## src/rtl/synth_load_pkg.sv

```systemverilog
package synth_load_pkg;

  // Strobes issued by the sequencing control to the register datapath.
  typedef struct packed {
    logic shiftCr;     // shift one bit into the control/reference shifter
    logic shiftTr;     // shift one bit (or one pair) into the tx/rx shifter
    logic commitCtrl;  // copy the short word into the control holding bits
    logic commitRef;   // copy the long word into the reference holding bits
    logic commitTr;    // copy the tx/rx shifter into the divider outputs
  } load_strobe_t;

endpackage

```

## src/rtl/synth_load_sync.sv

```systemverilog
module synth_load_sync #(
  parameter int WIDTH  = 4,
  parameter int STAGES = 2
) (
  input  logic             clk,
  input  logic             rstN,
  input  logic [WIDTH-1:0] asyncIn,
  output logic [WIDTH-1:0] syncOut
);

  generate
    if (STAGES == 0) begin : g_bypass
      assign syncOut = asyncIn;
    end else begin : g_chain
      logic [STAGES-1:0][WIDTH-1:0] stage;

      always_ff @(posedge clk or negedge rstN) begin
        if (!rstN) begin
          stage <= '0;
        end else begin
          stage[0] <= asyncIn;
          for (int i = 1; i < STAGES; i++) begin
            stage[i] <= stage[i-1];
          end
        end
      end

      assign syncOut = stage[STAGES-1];
    end
  endgenerate

endmodule

```

## src/rtl/synth_load_ctrl.sv

```systemverilog
module synth_load_ctrl
  import synth_load_pkg::*;
#(
  parameter int CTRL_W = 8,
  parameter int REF_W  = 32,
  parameter int DIV_W  = 16
) (
  input  logic         clk,
  input  logic         rstN,
  input  logic         sclkS,
  input  logic         enbS,
  input  logic         dinS,
  input  logic         dualMode,
  output load_strobe_t str,
  output logic         loadErr
);

  localparam int CNT_W = $clog2(2 * DIV_W + REF_W + 1) + 1;
  localparam logic [CNT_W-1:0] CNT_MAX = {CNT_W{1'b1}};
  localparam logic [CNT_W-1:0] CTRL_N  = CNT_W'(CTRL_W);
  localparam logic [CNT_W-1:0] REF_N   = CNT_W'(REF_W);
  localparam logic [CNT_W-1:0] TR_ONE  = CNT_W'(2 * DIV_W);
  localparam logic [CNT_W-1:0] TR_TWO  = CNT_W'(DIV_W);

  logic             sclkQ;
  logic             enbQ;
  logic [CNT_W-1:0] crCount;
  logic [CNT_W-1:0] trCount;
  logic             firstBit;
  logic             errQ;

  logic             sclkRise;
  logic             enbFall;
  logic             badWord;
  logic [CNT_W-1:0] trExpect;

  assign sclkRise = sclkS & ~sclkQ;
  assign enbFall  = enbQ & ~enbS;
  assign trExpect = dualMode ? TR_TWO : TR_ONE;

  // Decode of the serial events into strobes.
  always_comb begin
    str     = '0;
    badWord = 1'b0;
    if (sclkRise) begin
      if (enbS) str.shiftCr = 1'b1;
      else      str.shiftTr = 1'b1;
    end
    if (enbFall) begin
      if (crCount == '0) begin
        // bare enable pulse: strobe for the transmit/receive pair
        if (trCount == trExpect) str.commitTr = 1'b1;
        else                     badWord      = 1'b1;
      end else if (firstBit && (crCount == CTRL_N)) begin
        str.commitCtrl = 1'b1;
      end else if (!firstBit && (crCount == REF_N)) begin
        str.commitRef = 1'b1;
      end else begin
        badWord = 1'b1;
      end
    end
  end

  always_ff @(posedge clk or negedge rstN) begin
    if (!rstN) begin
      sclkQ    <= 1'b0;
      enbQ     <= 1'b0;
      crCount  <= '0;
      trCount  <= '0;
      firstBit <= 1'b0;
    end else begin
      sclkQ <= sclkS;
      enbQ  <= enbS;
      if (enbFall) begin
        crCount <= '0;
        trCount <= '0;
      end else begin
        if (str.shiftCr) begin
          if (crCount == '0) firstBit <= dinS;
          if (crCount != CNT_MAX) crCount <= crCount + 1'b1;
        end
        if (str.shiftTr && (trCount != CNT_MAX)) begin
          trCount <= trCount + 1'b1;
        end
      end
    end
  end

  always_ff @(posedge clk or negedge rstN) begin
    if (!rstN) begin
      errQ <= 1'b0;
    end else if (badWord) begin
      errQ <= 1'b1;
    end else if (str.commitCtrl || str.commitRef || str.commitTr) begin
      errQ <= 1'b0;
    end
  end

  assign loadErr = errQ;

  // the error flag can only rise right after an enable falling edge
  assert_err_on_fall_R9 : assert property (
    @(posedge clk) disable iff (!rstN)
      $rose(errQ) |-> $past(enbFall)
  ) else $error("error flag rose without an enable falling edge");

  // any successful commit clears the error flag
  assert_commit_clears_err_R9 : assert property (
    @(posedge clk) disable iff (!rstN)
      (str.commitCtrl || str.commitRef || str.commitTr) |=> !errQ
  ) else $error("error flag survived a good commit");

  // every enable falling edge starts a fresh transfer
  assert_fall_restarts_R5 : assert property (
    @(posedge clk) disable iff (!rstN)
      enbFall |=> (crCount == '0) && (trCount == '0)
  ) else $error("bit counters not cleared after enable fall");

  // a serial clock rising edge with enable high is always counted
  assert_rise_counted_R1 : assert property (
    @(posedge clk) disable iff (!rstN)
      (sclkRise && enbS && !enbFall) |=> (crCount != '0)
  ) else $error("rising serial clock was not counted");

endmodule

```

## src/rtl/synth_load_datapath.sv

```systemverilog
module synth_load_datapath
  import synth_load_pkg::*;
#(
  parameter int CTRL_W   = 8,
  parameter int REF_W    = 32,
  parameter int DIV_W    = 16,
  parameter int REFDIV_W = 12,
  parameter int AUXDIV_W = 14
) (
  input  logic                clk,
  input  logic                rstN,
  input  load_strobe_t        str,
  input  logic                dinS,
  input  logic                adinS,
  output logic [CTRL_W-3:0]   ctrlBits,
  output logic                dualMode,
  output logic [REFDIV_W-1:0] refDiv,
  output logic [AUXDIV_W-1:0] auxRefDiv,
  output logic                refSel,
  output logic                auxRefEn,
  output logic [DIV_W-1:0]    txDiv,
  output logic [DIV_W-1:0]    rxDiv
);

  localparam int TR_W     = 2 * DIV_W;
  localparam int MODE_BIT = CTRL_W - 2;
  localparam int REF_LO   = 2;
  localparam int REF_HI   = REF_LO + REFDIV_W - 1;
  localparam int AUX_LO   = REF_HI + 1;
  localparam int AUX_HI   = AUX_LO + AUXDIV_W - 1;

  logic [REF_W-1:0] crSh;
  logic [TR_W-1:0]  trSh;

  // Control/reference shifter: always one pin.
  always_ff @(posedge clk or negedge rstN) begin
    if (!rstN)            crSh <= '0;
    else if (str.shiftCr) crSh <= {crSh[REF_W-2:0], dinS};
  end

  // Transmit/receive shifter: one long chain or two side-by-side halves.
  always_ff @(posedge clk or negedge rstN) begin
    if (!rstN) begin
      trSh <= '0;
    end else if (str.shiftTr) begin
      if (dualMode) begin
        trSh <= {trSh[TR_W-2:DIV_W], adinS, trSh[DIV_W-2:0], dinS};
      end else begin
        trSh <= {trSh[TR_W-2:0], dinS};
      end
    end
  end

  always_ff @(posedge clk or negedge rstN) begin
    if (!rstN) begin
      ctrlBits <= '0;
      dualMode <= 1'b0;
    end else if (str.commitCtrl) begin
      ctrlBits <= crSh[CTRL_W-3:0];
      dualMode <= crSh[MODE_BIT];
    end
  end

  always_ff @(posedge clk or negedge rstN) begin
    if (!rstN) begin
      refDiv    <= '0;
      auxRefDiv <= '0;
      refSel    <= 1'b0;
      auxRefEn  <= 1'b0;
    end else if (str.commitRef) begin
      refDiv    <= crSh[REF_HI:REF_LO];
      auxRefDiv <= crSh[AUX_HI:AUX_LO];
      refSel    <= crSh[1];
      auxRefEn  <= crSh[0];
    end
  end

  always_ff @(posedge clk or negedge rstN) begin
    if (!rstN) begin
      txDiv <= '0;
      rxDiv <= '0;
    end else if (str.commitTr) begin
      txDiv <= trSh[TR_W-1:DIV_W];
      rxDiv <= trSh[DIV_W-1:0];
    end
  end

  // a transmit/receive commit leaves control and reference alone
  assert_tr_keeps_cr_R8 : assert property (
    @(posedge clk) disable iff (!rstN)
      str.commitTr |=> $stable(refDiv) && $stable(auxRefDiv) &&
                       $stable(ctrlBits) && $stable(dualMode)
  ) else $error("tx/rx commit disturbed control or reference");

  // reference outputs hold unless a reference commit is strobed
  assert_ref_hold_R5 : assert property (
    @(posedge clk) disable iff (!rstN)
      !str.commitRef |=> $stable(refDiv) && $stable(auxRefDiv) &&
                         $stable(refSel) && $stable(auxRefEn)
  ) else $error("reference outputs moved without a commit");

  // divider outputs hold unless a tx/rx commit is strobed
  assert_tr_hold_R5 : assert property (
    @(posedge clk) disable iff (!rstN)
      !str.commitTr |=> $stable(txDiv) && $stable(rxDiv)
  ) else $error("divider outputs moved without a commit");

  // a control commit leaves reference fields untouched
  assert_ctrl_keeps_ref_R11 : assert property (
    @(posedge clk) disable iff (!rstN)
      str.commitCtrl |=> $stable(refDiv) && $stable(auxRefEn)
  ) else $error("control commit disturbed reference");

  // shifting never happens to both shifters in one cycle
  assert_one_shift_R2 : assert property (
    @(posedge clk) disable iff (!rstN)
      $onehot0({str.shiftCr, str.shiftTr, str.commitCtrl, str.commitRef})
  ) else $error("conflicting strobes");

endmodule

```

## src/rtl/synth_prog_loader.sv

```systemverilog
module synth_prog_loader
  import synth_load_pkg::*;
#(
  parameter int CTRL_W      = 8,
  parameter int REF_W       = 32,
  parameter int DIV_W       = 16,
  parameter int REFDIV_W    = 12,
  parameter int AUXDIV_W    = 14,
  parameter int SYNC_STAGES = 2
) (
  input  logic                clk,
  input  logic                rstN,
  input  logic                serClk,
  input  logic                latchEn,
  input  logic                dataIn,
  input  logic                auxDataIn,
  output logic [CTRL_W-3:0]   ctrlBits,
  output logic                dualPinMode,
  output logic [REFDIV_W-1:0] refDiv,
  output logic [AUXDIV_W-1:0] auxRefDiv,
  output logic                refSel,
  output logic                auxRefEn,
  output logic [DIV_W-1:0]    txDiv,
  output logic [DIV_W-1:0]    rxDiv,
  output logic                loadErr
);

  localparam int FIELD_BITS = REFDIV_W + AUXDIV_W + 3;

  logic [3:0]   syncd;
  load_strobe_t str;

  initial begin
    assert (REF_W >= FIELD_BITS)
      else $error("reference word too short for its fields");
  end

  synth_load_sync #(
    .WIDTH  (4),
    .STAGES (SYNC_STAGES)
  ) u_sync (
    .clk     (clk),
    .rstN    (rstN),
    .asyncIn ({serClk, latchEn, dataIn, auxDataIn}),
    .syncOut (syncd)
  );

  synth_load_ctrl #(
    .CTRL_W (CTRL_W),
    .REF_W  (REF_W),
    .DIV_W  (DIV_W)
  ) u_ctrl (
    .clk      (clk),
    .rstN     (rstN),
    .sclkS    (syncd[3]),
    .enbS     (syncd[2]),
    .dinS     (syncd[1]),
    .dualMode (dualPinMode),
    .str      (str),
    .loadErr  (loadErr)
  );

  synth_load_datapath #(
    .CTRL_W   (CTRL_W),
    .REF_W    (REF_W),
    .DIV_W    (DIV_W),
    .REFDIV_W (REFDIV_W),
    .AUXDIV_W (AUXDIV_W)
  ) u_dp (
    .clk       (clk),
    .rstN      (rstN),
    .str       (str),
    .dinS      (syncd[1]),
    .adinS     (syncd[0]),
    .ctrlBits  (ctrlBits),
    .dualMode  (dualPinMode),
    .refDiv    (refDiv),
    .auxRefDiv (auxRefDiv),
    .refSel    (refSel),
    .auxRefEn  (auxRefEn),
    .txDiv     (txDiv),
    .rxDiv     (rxDiv)
  );

  // a discarded transfer never coincides with a commit
  assert_err_no_commit_R9 : assert property (
    @(posedge clk) disable iff (!rstN)
      $rose(loadErr) |-> $stable(txDiv) && $stable(refDiv) && $stable(ctrlBits)
  ) else $error("error raised while outputs changed");

endmodule

```

## config.mk

```make
export PLATFORM = sky130hd
export DESIGN_NAME = synth_prog_loader
export DESIGN_NICKNAME = d
export VERILOG_FILES = /design/src/rtl/synth_load_pkg.sv /design/src/rtl/synth_load_sync.sv /design/src/rtl/synth_load_ctrl.sv /design/src/rtl/synth_load_datapath.sv /design/src/rtl/synth_prog_loader.sv
export SDC_FILE = /design/constraint.sdc
export NUM_CORES = 1
export LEC_CHECK = 0
export ABC_CLOCK_PERIOD_IN_PS = 5500
export BUFFER_PORTS_ARGS = -buffer_cell sky130_fd_sc_hd__buf_2
export CORE_MARGIN = 2
export CORE_UTILIZATION = 50
export DETAILED_ROUTE_END_ITERATION = 10
export GPL_ROUTABILITY_DRIVEN = 1
export PLACE_DENSITY = 0.74
export SLEW_MARGIN = 25
export SYNTH_ARGS = -nofsm -noshare
export SYNTH_HDL_FRONTEND = slang
export SYNTH_SLANG_ARGS = --single-unit
```

## constraint.sdc

```tcl
create_clock -name clk -period 5.5 [get_ports clk]
set_input_delay 0.825 -clock clk [delete_from_list [all_inputs] [get_ports clk]]
set_output_delay 0.825 -clock clk [all_outputs]
set_load 0.01 [all_outputs]
```

== Word level (Yosys, flattened, before mapping) ==
Index checks and enable logic that the tools add are counted.

* Flip-flop bits (word level): 155
* Bits of input ports: 6
* Word-level logic and storage cells: 67
* Output and inout bits: 68

* Multiplexer cells: 24
* Bitwise logic cells: 5
* Equality and inequality tests: 5
* Reduce and logical (&&, ||, !) cells: 13
* Add/sub/neg operators: 2

{| class="wikitable"
|+ Operator list
! operator !! count
|-
| 8-bit 2-to-1 mux || 5
|-
| 17-bit 2-to-1 mux || 1
|-
| 8-bit by 1-bit adder with 8-bit output, second input constant || 2
|-
| 8-bit != test, second input constant || 2
|-
| 1-bit 2-to-1 mux || 14
|-
| 8-bit by 4-bit equality test with 1-bit output, second input constant || 1
|-
| 8-bit by 6-bit equality test with 1-bit output, second input constant || 1
|-
| 8-bit equality test || 1
|-
| 8-bit zero test || 1
|-
| 2-bit nonzero test || 4
|-
| 6-bit 2-to-1 mux || 1
|-
| 2-bit 2-to-1 mux || 2
|-
| 1-bit logical AND || 3
|-
| 3-bit 2-to-1 mux || 1
|-
| 1-bit NOT || 3
|-
| 3-bit AND reduction || 1
|-
| 1-bit AND || 2
|-
| 1-bit logical OR || 2
|-
| 2-bit AND reduction || 1
|-
| 1-bit zero test || 1
|}

== Logic depth before layout (Yosys ltp) ==
Gate-level depths: netlist of the first run.

* Depth in word-level cells: 10
* Depth in mapped cells: 8
* Depth with buffers taken out: 6

== Cells and area by module ==
From an unflattened synthesis of the first run, not the netlist that was laid out.

* Cell total of the unflattened synthesis: 406
* Area total of the unflattened synthesis: 6560.0 µm²

{| class="wikitable"
|+ By module, submodules not included
! module !! cells an instance !! seq. area each (µm²) !! times used !! area an instance (µm²)
|-
| synth_load_datapath || 271 || 3178.0 || 1 || 5181.2
|-
| synth_load_ctrl || 123 || 500.5 || 1 || 1148.6
|-
| synth_load_sync || 12 || 200.2 || 1 || 230.2
|}

== Least setup slack after synthesis of the first run ==
OpenSTA, ideal clock, no wires.

* Kind: reg2reg
* Start: reg u_ctrl.crCount[0]
* End: reg u_dp.auxRefDiv[10]
* Buffers on the path: 2
* Path slack: 3.340 ns
* Stages on the path, launching flop included: 9
* Arrival time: 2.035 ns
* Setup time: 0.125 ns
* Period minus slack after synthesis: 2.160 ns
* Cell sequence: dfrtp_1 -> inv_1 -> ha_1 -> nor4b_4 -> nand2_1 -> or4b_1 -> buf_6 -> buf_6 -> mux2_4

* Word-level cells in the longest chain between the ends: 6

{| class="wikitable"
|+ RTL lines
! what !! line !! source
|-
| from (decl) || synth_load_ctrl.sv:27 || <nowiki>logic [CNT_W-1:0] crCount;</nowiki>
|-
| from (signal assigned) || synth_load_ctrl.sv:80 || <nowiki>if (crCount != CNT_MAX) crCount <= crCount + 1'b1;</nowiki>
|-
| 8-bit by 6-bit equality test with 1-bit output || synth_load_ctrl.sv:56 || <nowiki>end else if (!firstBit && (crCount == REF_N)) begin</nowiki>
|-
| 1-bit logical AND || synth_load_ctrl.sv:56 ||
|-
| 1-bit 2-to-1 mux || synth_load_ctrl.sv:56 ||
|-
| 1-bit 2-to-1 mux || synth_load_ctrl.sv:54 || <nowiki>end else if (firstBit && (crCount == CTRL_N)) begin</nowiki>
|-
| 2-bit 2-to-1 mux (*) || synth_load_ctrl.sv:50 || <nowiki>if (crCount == '0) begin</nowiki>
|-
| 3-bit 2-to-1 mux (*) || synth_load_ctrl.sv:49 || <nowiki>if (enbFall) begin</nowiki>
|-
| to (signal assigned) || synth_load_datapath.sv:72 || <nowiki>auxRefDiv <= crSh[AUX_HI:AUX_LO];</nowiki>
|-
| to (decl) || synth_load_datapath.sv:18 || <nowiki>output logic [AUXDIV_W-1:0] auxRefDiv,</nowiki>
|}

Mark *: on every way between the ends. The rest lies on a longest branch, timed or not.
A chain may end at the register's enable or synchronous reset.

== Worst setup path after layout of the first run ==
* Start: reg u_ctrl.crCount[0]
* End: reg u_dp.ctrlBits[1]

* Word-level cells in the longest chain between the ends: 5

{| class="wikitable"
|+ RTL lines
! what !! line !! source
|-
| 8-bit by 4-bit equality test with 1-bit output || synth_load_ctrl.sv:54 ||
|-
| 1-bit logical AND || synth_load_ctrl.sv:54 ||
|-
| 1-bit 2-to-1 mux || synth_load_ctrl.sv:54 ||
|-
| 2-bit 2-to-1 mux (*) || synth_load_ctrl.sv:50 ||
|-
| 3-bit 2-to-1 mux (*) || synth_load_ctrl.sv:49 ||
|-
| to (signal assigned) || synth_load_datapath.sv:59 || <nowiki>ctrlBits <= crSh[CTRL_W-3:0];</nowiki>
|-
| to (decl) || synth_load_datapath.sv:15 || <nowiki>output logic [CTRL_W-3:0] ctrlBits,</nowiki>
|}

Marked as above.

==> results of run 1 <==
==> state kept, by name, indices dropped and copies added, names as in the netlist <==
name                  cells
u_dp.ctrlBits             6
u_sync.g_chain.stage      4
u_ctrl.firstBit           1
u_dp.crSh                28
u_dp.txDiv               16
u_dp.auxRefEn             1
u_dp.trSh                32
u_dp.refDiv              12
u_dp.refSel               1
u_dp.rxDiv               16
u_ctrl.crCount            8
u_ctrl.trCount            8
u_ctrl.sclkQ              1
u_ctrl.enbQ               1
u_dp.dualMode             1
u_ctrl.loadErr            1
u_sync.syncOut            4
u_dp.auxRefDiv           14
==> power groups by stage <==
| stage | logic, mW | clock network [mW] | registers, mW |
|---|---|---|---|
| floorplan | 0.0753 | 0 | 1.25 |
| global placement | 0.107 | 0 | 1.26 |
| detailed placement | 0.112 | 0 | 1.26 |
| CTS | 0.114 | 1.17 | 1.24 |
| global route | 0.127 | 1.23 | 1.25 |
| finish | 0.110 | 1.15 | 1.24 |
==> Yosys cell counts, drive strengths merged <==
master	number
dfrtp	155
nand2	103
mux2	96
clkbuf	18
nor2	13
inv	6
xnor2	6
nand3	5
nand4	5
o211ai	5
buf	4
ha	4
mux2i	4
nor4	4
o21ai	4
nand2b	3
and3	2
nand3b	2
nor4b	2
o31ai	2
or3b	2
or4	2
or4b	2
xor2	2
a211oi	1
a21o	1
a21oi	1
a31oi	1
a41o	1
and4	1
nor2b	1
nor3b	1
o211a	1
o41ai	1
or3	1
==> worst min-delay path by stage <==
stage	end	slack, ns	cells after the start
after floorplan	u_sync.syncOut[0]	0.33	0
after global placement	u_sync.syncOut[0]	0.33	0
after detailed placement	u_sync.syncOut[1]	0.33	0
after CTS	u_sync.syncOut[1]	0.35	0
after global routing	u_sync.syncOut[2]	0.36	0
final	u_sync.syncOut[1]	0.35	0
==> cell type report <==
| class | instances | share of cell area |
|---|---|---|
| inverter | 6 | 0.00312 |
| multi-input combinational | 279 | 0.296 |
| clock buffer | 17 | 0.0589 |
| tap | 147 | 0.0255 |
| sequential | 155 | 0.537 |
| clock inverter | 15 | 0.0224 |
| timing repair buffer | 78 | 0.0570 |
==> metal layers <==
| metal | wire (um) | up-vias | share of wire |
|---|---|---|---|
| met3 | 557 | 14 | 0.053 |
| met5 | 0 | - | 0 |
| li1 | - | 1731 | - |
| met2 | 5060 | 98 | 0.48 |
| met4 | 185 | 0 | 0.018 |
| met1 | 4760 | 1854 | 0.45 |
==> per-stage QoR <==
stage | instance area, um2 | std cells | total power [mW]
global route | 7220 | 697 | 2.61
floorplan | 6140 | 462 | 1.32
finish | 7220 | 697 | 2.50
global placement | 6630 | 665 | 1.37
CTS | 7210 | 697 | 2.53
detailed placement | 6630 | 665 | 1.37
==> kinds of logic (layout without fill, tap and decap cells) <==
kind of cell / count (synthesis) / in the layout
AO/OA/AOI/OAI: 18 / 18
XOR/XNOR: 8 / 8
adder cells (fa/ha/maj): 4 / 4
buffers and inverters: 28 / 116
flip-flops: 155 / 155
multiplexers: 100 / 100
AND/OR/NAND/NOR: 149 / 149
==> critical path, stage by stage, from the launching register on <==
cell and delay [ns]:
dfrtp_1 0.41, inv_1 0.10, ha_1 0.15, nor4b_4 0.27, nand2_1 0.11, nor4_2 0.77
mux2_2 0.42
==> results.md, run 1 <==
- Pre-CTS WS: 3.18 ns
- Filler instances: 939
- Synth cell types: 38
- Initial Util: 0.511
- Slew margin rel.: 0.414
- Cell Area, Synth: 6140 um2
- Area grow syn2layout: 17.5%
- Crit path capture: u_dp.ctrlBits[1]
- Slew at the pin closest to its max-slew limit: 0.872 ns
- Worst EP required: 5.79 ns
- Die height: 115 um
- CP max FO: 7
- Status: finished, final reports clean
- Fin Setup TNS: 0 ns
- H-tree Lvls: 4
- Final Hold Viols: 0
- Setup Buffers After CTS: 0
- Sw Share: 0.232
- Drt first pass iters: 5
- Max-slew violation count: 0
- Most common cell after layout, fill and taps aside: dfrtp_1
- Final Skew: 0.00555 ns
- Vias: 3697
- First DRT Iteration DRCs: 252
- CP Capture Type: flip-flop
- CTS tree: built
- Final Cycle Share: 0.427
- Reg-to-Reg Start: u_ctrl.crCount[0]
- Routed WL per cell: 15.2 um
- Combinational Power Share: 0.044
- M1 GR Usage: 0.220
- Critical path launch point: u_ctrl.crCount[0]
- Root Driver: clkbuf_16
- Tmin final: 2.35 ns
- Register area: 3880 um2
- Highest-count cells in the layout ignoring fill and taps: dfrtp_1 (155), nand2_1 (103), mux2_2 (76)
- Total track usage: 0.175
- Cells after synthesis: 462
- Power share of the clock group: 0.458
- Num CTS Buffers: 17
- NetSw: 0.579 mW
- Final setup margin: 3.15 ns
- Reg power frac: 0.498
- Int Pwr: 1.92 mW
- DP HPWL: 6710 um
- Post-synth top area share: 0.632
- Yosys reg bits: 155
- Layout Nets: 547
- # rows: 40
- Multi-input gate area in the final layout: 2130 um2
- Clk_lat worst skew: 0.41 ns
- Synth Area in XOR/XNOR: 0.0114
- Yosys warns: 0
- Min-Delay Startpoint: u_sync.g_chain.stage[1]
- Vias in the first global route: 3680
- FF-to-FF End: u_dp.ctrlBits[1]
- Crit path DAT: 2.64 ns
- Antenna Cells: 0
- Die width: 115 um
- Post-synthesis compound-gate area fraction: 0.0208
- Post-Route WL: 10600 um
- GR Layer Usage met3: 0.0580
- Reg2reg setup slack: 3.15 ns
- Area leader, netlist: dfrtp_1
- Core area: 12000 um2
- Syn Area/Cell: 13.3 um2
- Largest net degree at the start of global routing: 111
- HP Class: flip-flop to flip-flop
- Crit Path Category: flip-flop to flip-flop
- DRC: 0
- Post-cts sizing count: 0
- Vias per Instance: 5.30
- Power Density: 346 nW/um2
- Clock Tree Buf Depth: 2
- Worst r2r path cells: 6
- Io pins: 74
- Fin util: 0.601
- Count of input and output buffers: 73
- Hold slack: 0.347 ns
- Maxcap violations: 0
- Mux share of post-synthesis cell area: 0.195
- Seq/Total Area, Yosys: 0.632
- Adder-Cell Fraction of Synth Area: 0.00815
- Crit start category: flip-flop
- Die ar.: 13200 um2
- CTS clock-pin slew for the worst setup and hold paths: 0.06 ns
- Peak supply drop: 235 uV
- Clock sinks: 155
- Top post-synthesis cells by area: dfrtp_1 (63%), mux2_2 (14%), nand2_1 (6.3%), mux2_4 (4.9%), clkbuf_1 (1.1%)
- Pleak: 3.93 nW
- RSZ-0062 raised after global routing: no
- Largest family of logic cells by synthesized area: multiplexers
- GRT busiest layer: met2
- Routed Antenna Nets: 0
- Fmax: 425 MHz
- Synth Area in Simple Gates: 0.111
- Post-CTS Hold Buffers: 0
- Final setup vio count: 0
- Share of post-route cells with drive strength above 1: 0.385
- Post-Syn Nets: 472
- Met2 Resource Use GR: 0.279
- First-pass GRT wire length: 17900 um
- RePlAce Congestion: 0.787
- Grt ovf: 0
- Initial antenna violation count: 0
(Power assumes the default switching activity.)
==> inputs of run 2 (changes only) <==
- ABC_CLOCK_PERIOD_IN_PS: 5500 -> 2400
- clock period: 5.5 -> 2.4 ns (I/O delays scaled with it)
==> results.md, run 2 (synthesis results as in run 1) <==
- Crit start category: flip-flop
- Worst path max stage delay: 0.56 ns
- Largest regs: u_dp.trSh x32, u_dp.crSh x28
- Initial Util: 0.511
- Share of post-route cells with drive strength above 1: 0.391
- Critical path launch point: u_ctrl.crCount[0]
- CP max FO: 28
- Routed WL per cell: 15.4 um
- GR Layer Usage met3: 0.0464
- HP Class: input port to flip-flop
- Crit Path Category: flip-flop to flip-flop
- Reg-to-Reg Start: u_ctrl.crCount[0]
- Filler instances: 930
- Slew at the pin closest to its max-slew limit: 0.608 ns
- Pwr Total: 5.87 mW
- Post-Place Cells: 675
- Cell area after layout: 7360 um2
- CP max-delay cell: or4b_1
- Core area: 12000 um2
- Final setup margin: 0.175 ns
- Die ar.: 13200 um2
- Vias per Instance: 5.27
- Tmin final: 2.23 ns
- RePlAce Congestion: 0.799
- Die width: 115 um
- Max reg flops: 32
- Met2 Resource Use GR: 0.292
- Critical-path cell list: inv_1, ha_1, nor4b_4, nand2_1, or4b_1, buf_12, mux2_4
- GRT busiest layer: met2
- Status: finished, final reports clean
- Pleak: 4.01 nW
- CTS clock-pin slew for the worst setup and hold paths: 0.06 ns
- Fin util: 0.612
- Pre-CTS WS: 0.170 ns
- Top reg by flops: u_dp.trSh
- First DRT Iteration DRCs: 233
- Power Density: 798 nW/um2
- Io pins: 74
- Fmax: 449 MHz
- RSZ-0062 raised after global routing: no
- Final setup vio count: 0
- Slew margin rel.: 0.595
- Largest net degree at the start of global routing: 68
- Placed inst area: 6730 um2
- Crit path DAT: 2.52 ns
- Die height: 115 um
- CP Capture Type: flip-flop
- Layout Nets: 558
- Crit path capture: u_dp.refDiv[2]
- Final Non-Filler Cells: 707
- Clock Tree Buf Depth: 2
- Count of input and output buffers: 73
- Area grow syn2layout: 19.8%
- CTS tree: built
- Antenna Cells: 0
- Peak supply drop: 544 uV
- Vias in the first global route: 3910
- Clock sinks: 155
- Reg2reg setup slack: 0.17 ns
- FF-to-FF End: u_dp.refDiv[2]
- Hold slack: 0.0592 ns
- First-pass GRT wire length: 18600 um
- Final Hold Viols: 0
- Worst EP required: 2.69 ns
- Grt ovf: 0
- Final Skew: 0.00920 ns
- Drt first pass iters: 4
- M1 GR Usage: 0.233
- Fin Setup TNS: 0 ns
- Most common cell after layout, fill and taps aside: dfrtp_1
- Highest-count cells in the layout ignoring fill and taps: dfrtp_1 (155), nand2_1 (103), mux2_2 (76)
- # rows: 40
- Post-Route WL: 10900 um
- DRC: 0
- Final Cycle Share: 0.927
- Clk_lat worst skew: 0.41 ns
- Maxcap violations: 0
- Root Driver: clkbuf_16
- Num CTS Buffers: 17
- H-tree Lvls: 4
- Initial antenna violation count: 0
- Routed Antenna Nets: 0
- Max-slew violation count: 0
- Worst r2r path cells: 7
- Vias: 3725
- Total track usage: 0.179
- DP HPWL: 7220 um
-- run 2: power by group --
part           total, mW  internal, mW  switching (mW)
Clock               2.76          1.76            1.00
Sequential          2.85          2.74           0.114
Combinational      0.266         0.123           0.142
-- run 2: repair_timing --
action                                 CTS  global route
hold buffers                             1             0
setup buffers                            0             0
resized for setup                        0             1
setup endpoints to repair                0            29
endpoints found under the hold margin   63             0
-- run 2: worst min path at each step --
| stage | from | endpoint | slack [ns] | cells after the start |
|---|---|---|---|---|
| after detailed placement | u_sync.g_chain.stage[0] | u_sync.syncOut[0] | 0.34 | 0 |
| after global routing | auxDataIn | u_sync.g_chain.stage[0] | 0.03 | 1 |
| after floorplan | rstN | u_ctrl.crCount[0] | 0.06 | 0 |
| final | auxDataIn | u_sync.g_chain.stage[0] | 0.06 | 1 |
| after global placement | u_sync.g_chain.stage[0] | u_sync.syncOut[0] | 0.33 | 0 |
| after CTS | auxDataIn | u_sync.g_chain.stage[0] | 0.04 | 1 |
-- run 2: layer usage --
layer	up-vias	wire length, um
met4	0	127
met2	81	5240
met3	11	416
met1	1885	5120
met5	-	0
li1	1748	-
-- run 2: cell type report --
class | instances | area (um2) | share of cell area
multi-input combinational | 279 | 2130 | 0.290
inverter | 6 | 22.5 | 0.00306
tap | 147 | 184 | 0.0250
clock inverter | 12 | 173 | 0.0235
timing repair buffer | 89 | 523 | 0.0711
sequential | 155 | 3880 | 0.527
clock buffer | 19 | 443 | 0.0602
-- run 2: critical path: cells and delay by family, from the launching register on --
family | cells | cell delay, ns
fa+ha+maj | 1 | 0.15
buf+inv | 2 | 0.32
flops | 1 | 0.41
mux | 1 | 0.31
simple gates | 3 | 0.91
==> inputs of run 3 (changes only) <==
- REMOVE_ABC_BUFFERS: unset -> 1
==> results.md, run 3 (synthesis results as in run 1) <==
- Critical path launch point: u_ctrl.trCount[0]
- Pleak: 3.97 nW
- Io pins: 74
- Total track usage: 0.182
- Final setup vio count: 0
- Root Driver: clkbuf_16
- Die height: 115 um
- Filler instances: 940
- Reg2reg setup slack: 0.19 ns
- Num CTS Buffers: 17
- Crit start category: flip-flop
- # rows: 40
- Crit Path Category: flip-flop to flip-flop
- Grt ovf: 0
- Count of input and output buffers: 73
- Top reg by flops: u_dp.trSh
- Slew margin rel.: 0.586
- GR Layer Usage met3: 0.0464
- Die ar.: 13200 um2
- Post-Place Cells: 670
- Share of post-route cells with drive strength above 1: 0.381
- Max-slew violation count: 0
- Routed Antenna Nets: 0
- Slew at the pin closest to its max-slew limit: 0.620 ns
- Maxcap violations: 0
- Antenna Cells: 0
- Crit path DAT: 2.51 ns
- Final Hold Viols: 0
- Final setup margin: 0.190 ns
- Pwr Total: 5.69 mW
- DRC: 0
- Drt first pass iters: 5
- Largest net degree at the start of global routing: 56
- Final Skew: 0.00573 ns
- Highest-count cells in the layout ignoring fill and taps: dfrtp_1 (155), nand2_1 (103), mux2_2 (76)
- M1 GR Usage: 0.236
- CP max FO: 32
- RSZ-0062 raised after global routing: no
- Die width: 115 um
- Vias per Instance: 5.26
- Peak supply drop: 403 uV
- Layout Nets: 553
- Final Cycle Share: 0.921
- Clock Tree Buf Depth: 2
- GRT busiest layer: met2
- Clk_lat worst skew: 0.42 ns
- Core area: 12000 um2
- Status: finished, final reports clean
- Met2 Resource Use GR: 0.292
- DP HPWL: 6850 um
- Clock sinks: 155
- Vias in the first global route: 3753
- Largest regs: u_dp.trSh x32, u_dp.crSh x28
- First DRT Iteration DRCs: 266
- CTS tree: built
- Max reg flops: 32
- Reg-to-Reg Start: u_ctrl.trCount[0]
- Initial antenna violation count: 0
- RePlAce Congestion: 0.835
- HP Class: input port to flip-flop
- Tmin final: 2.21 ns
- Worst EP required: 2.70 ns
- First-pass GRT wire length: 18500 um
- Fmax: 452 MHz
- Post-Route WL: 11000 um
- Routed WL per cell: 15.6 um
- CP Capture Type: flip-flop
- Setup Buffers After CTS: 0
- Pre-CTS WS: 0.195 ns
- Most common cell after layout, fill and taps aside: dfrtp_1
- Fin Setup TNS: 0 ns
- CTS clock-pin slew for the worst setup and hold paths: 0.06 ns
- Final Non-Filler Cells: 703
- Min-Delay Startpoint: latchEn
- H-tree Lvls: 4
- Vias: 3699
- Power Density: 780 nW/um2
- Area grow syn2layout: 18.6%
- Initial Util: 0.511
-- run 3: cell count changes in the layout (fill, tap and decap cells not counted), sizes merged --
cell	delta
clkinvlp	-1
buf	-5
clkinv	-1
bufinv	-2
clkbuf	+5
-- run 3: repair_timing --
action                                  CTS  global route
endpoints found under the hold margin    53             0
gates resized for setup                   0             2
endpoints found under the setup margin    0            32
hold buffers                              1             0
-- run 3: through the flow --
step | instance area (um2) | hold slack, ns | util
2_1_floorplan | 6030 | 0.0644 | -
3_3_place_gp | 6700 | 0.333 | 0.558
3_5_place_dp | 6700 | 0.335 | 0.558
4_1_cts | 7280 | 0.0255 | 0.606
5_1_grt | 7290 | 0.0264 | 0.607
6_report | 7290 | 0.0433 | 0.607
-- run 3: path summary, 6_finish.rpt --
check	to	depth (start not counted)
setup / recovery	u_dp.txDiv[6]	7
hold / removal	u_sync.g_chain.stage[2]	1
setup reg to reg	u_dp.txDiv[6]	7
hold reg to reg	u_sync.syncOut[1]	0
max in group asynchronous	u_dp.txDiv[8]	3
min in group asynchronous	u_dp.refDiv[9]	2
-- run 3: critical path, cell delays in order, from the launching register on --
cell     delay [ns]
dfrtp_1        0.41
inv_1          0.11
ha_1           0.17
or4b_1         0.45
nor4_2         0.19
nand4_1        0.19
buf_6          0.25
mux2_2         0.31
-- run 3: routing by layer --
layer,up-vias,routed length (um)
met5,-,0
li1,1738,-
met4,0,226
met3,27,465
met1,1842,4810
met2,92,5480
-- run 3: final cells by class --
type                    count  area, um2  area share
clock buffers              24        472      0.0647
clock inverters             8       92.6      0.0127
inverters                   6       22.5     0.00309
multi-input cells         279       2140       0.293
flip-flops and latches    155       3880       0.532
well taps                 147        184      0.0252
repair buffers             84        498      0.0683
-- run 3: where the power goes --
part           internal, mW  switching, mW  leakage (nW)  total [mW]
clock                  1.58          0.985         0.278        2.56
combinational         0.127          0.149          1.58       0.276
sequential             2.74          0.112          2.12        2.85
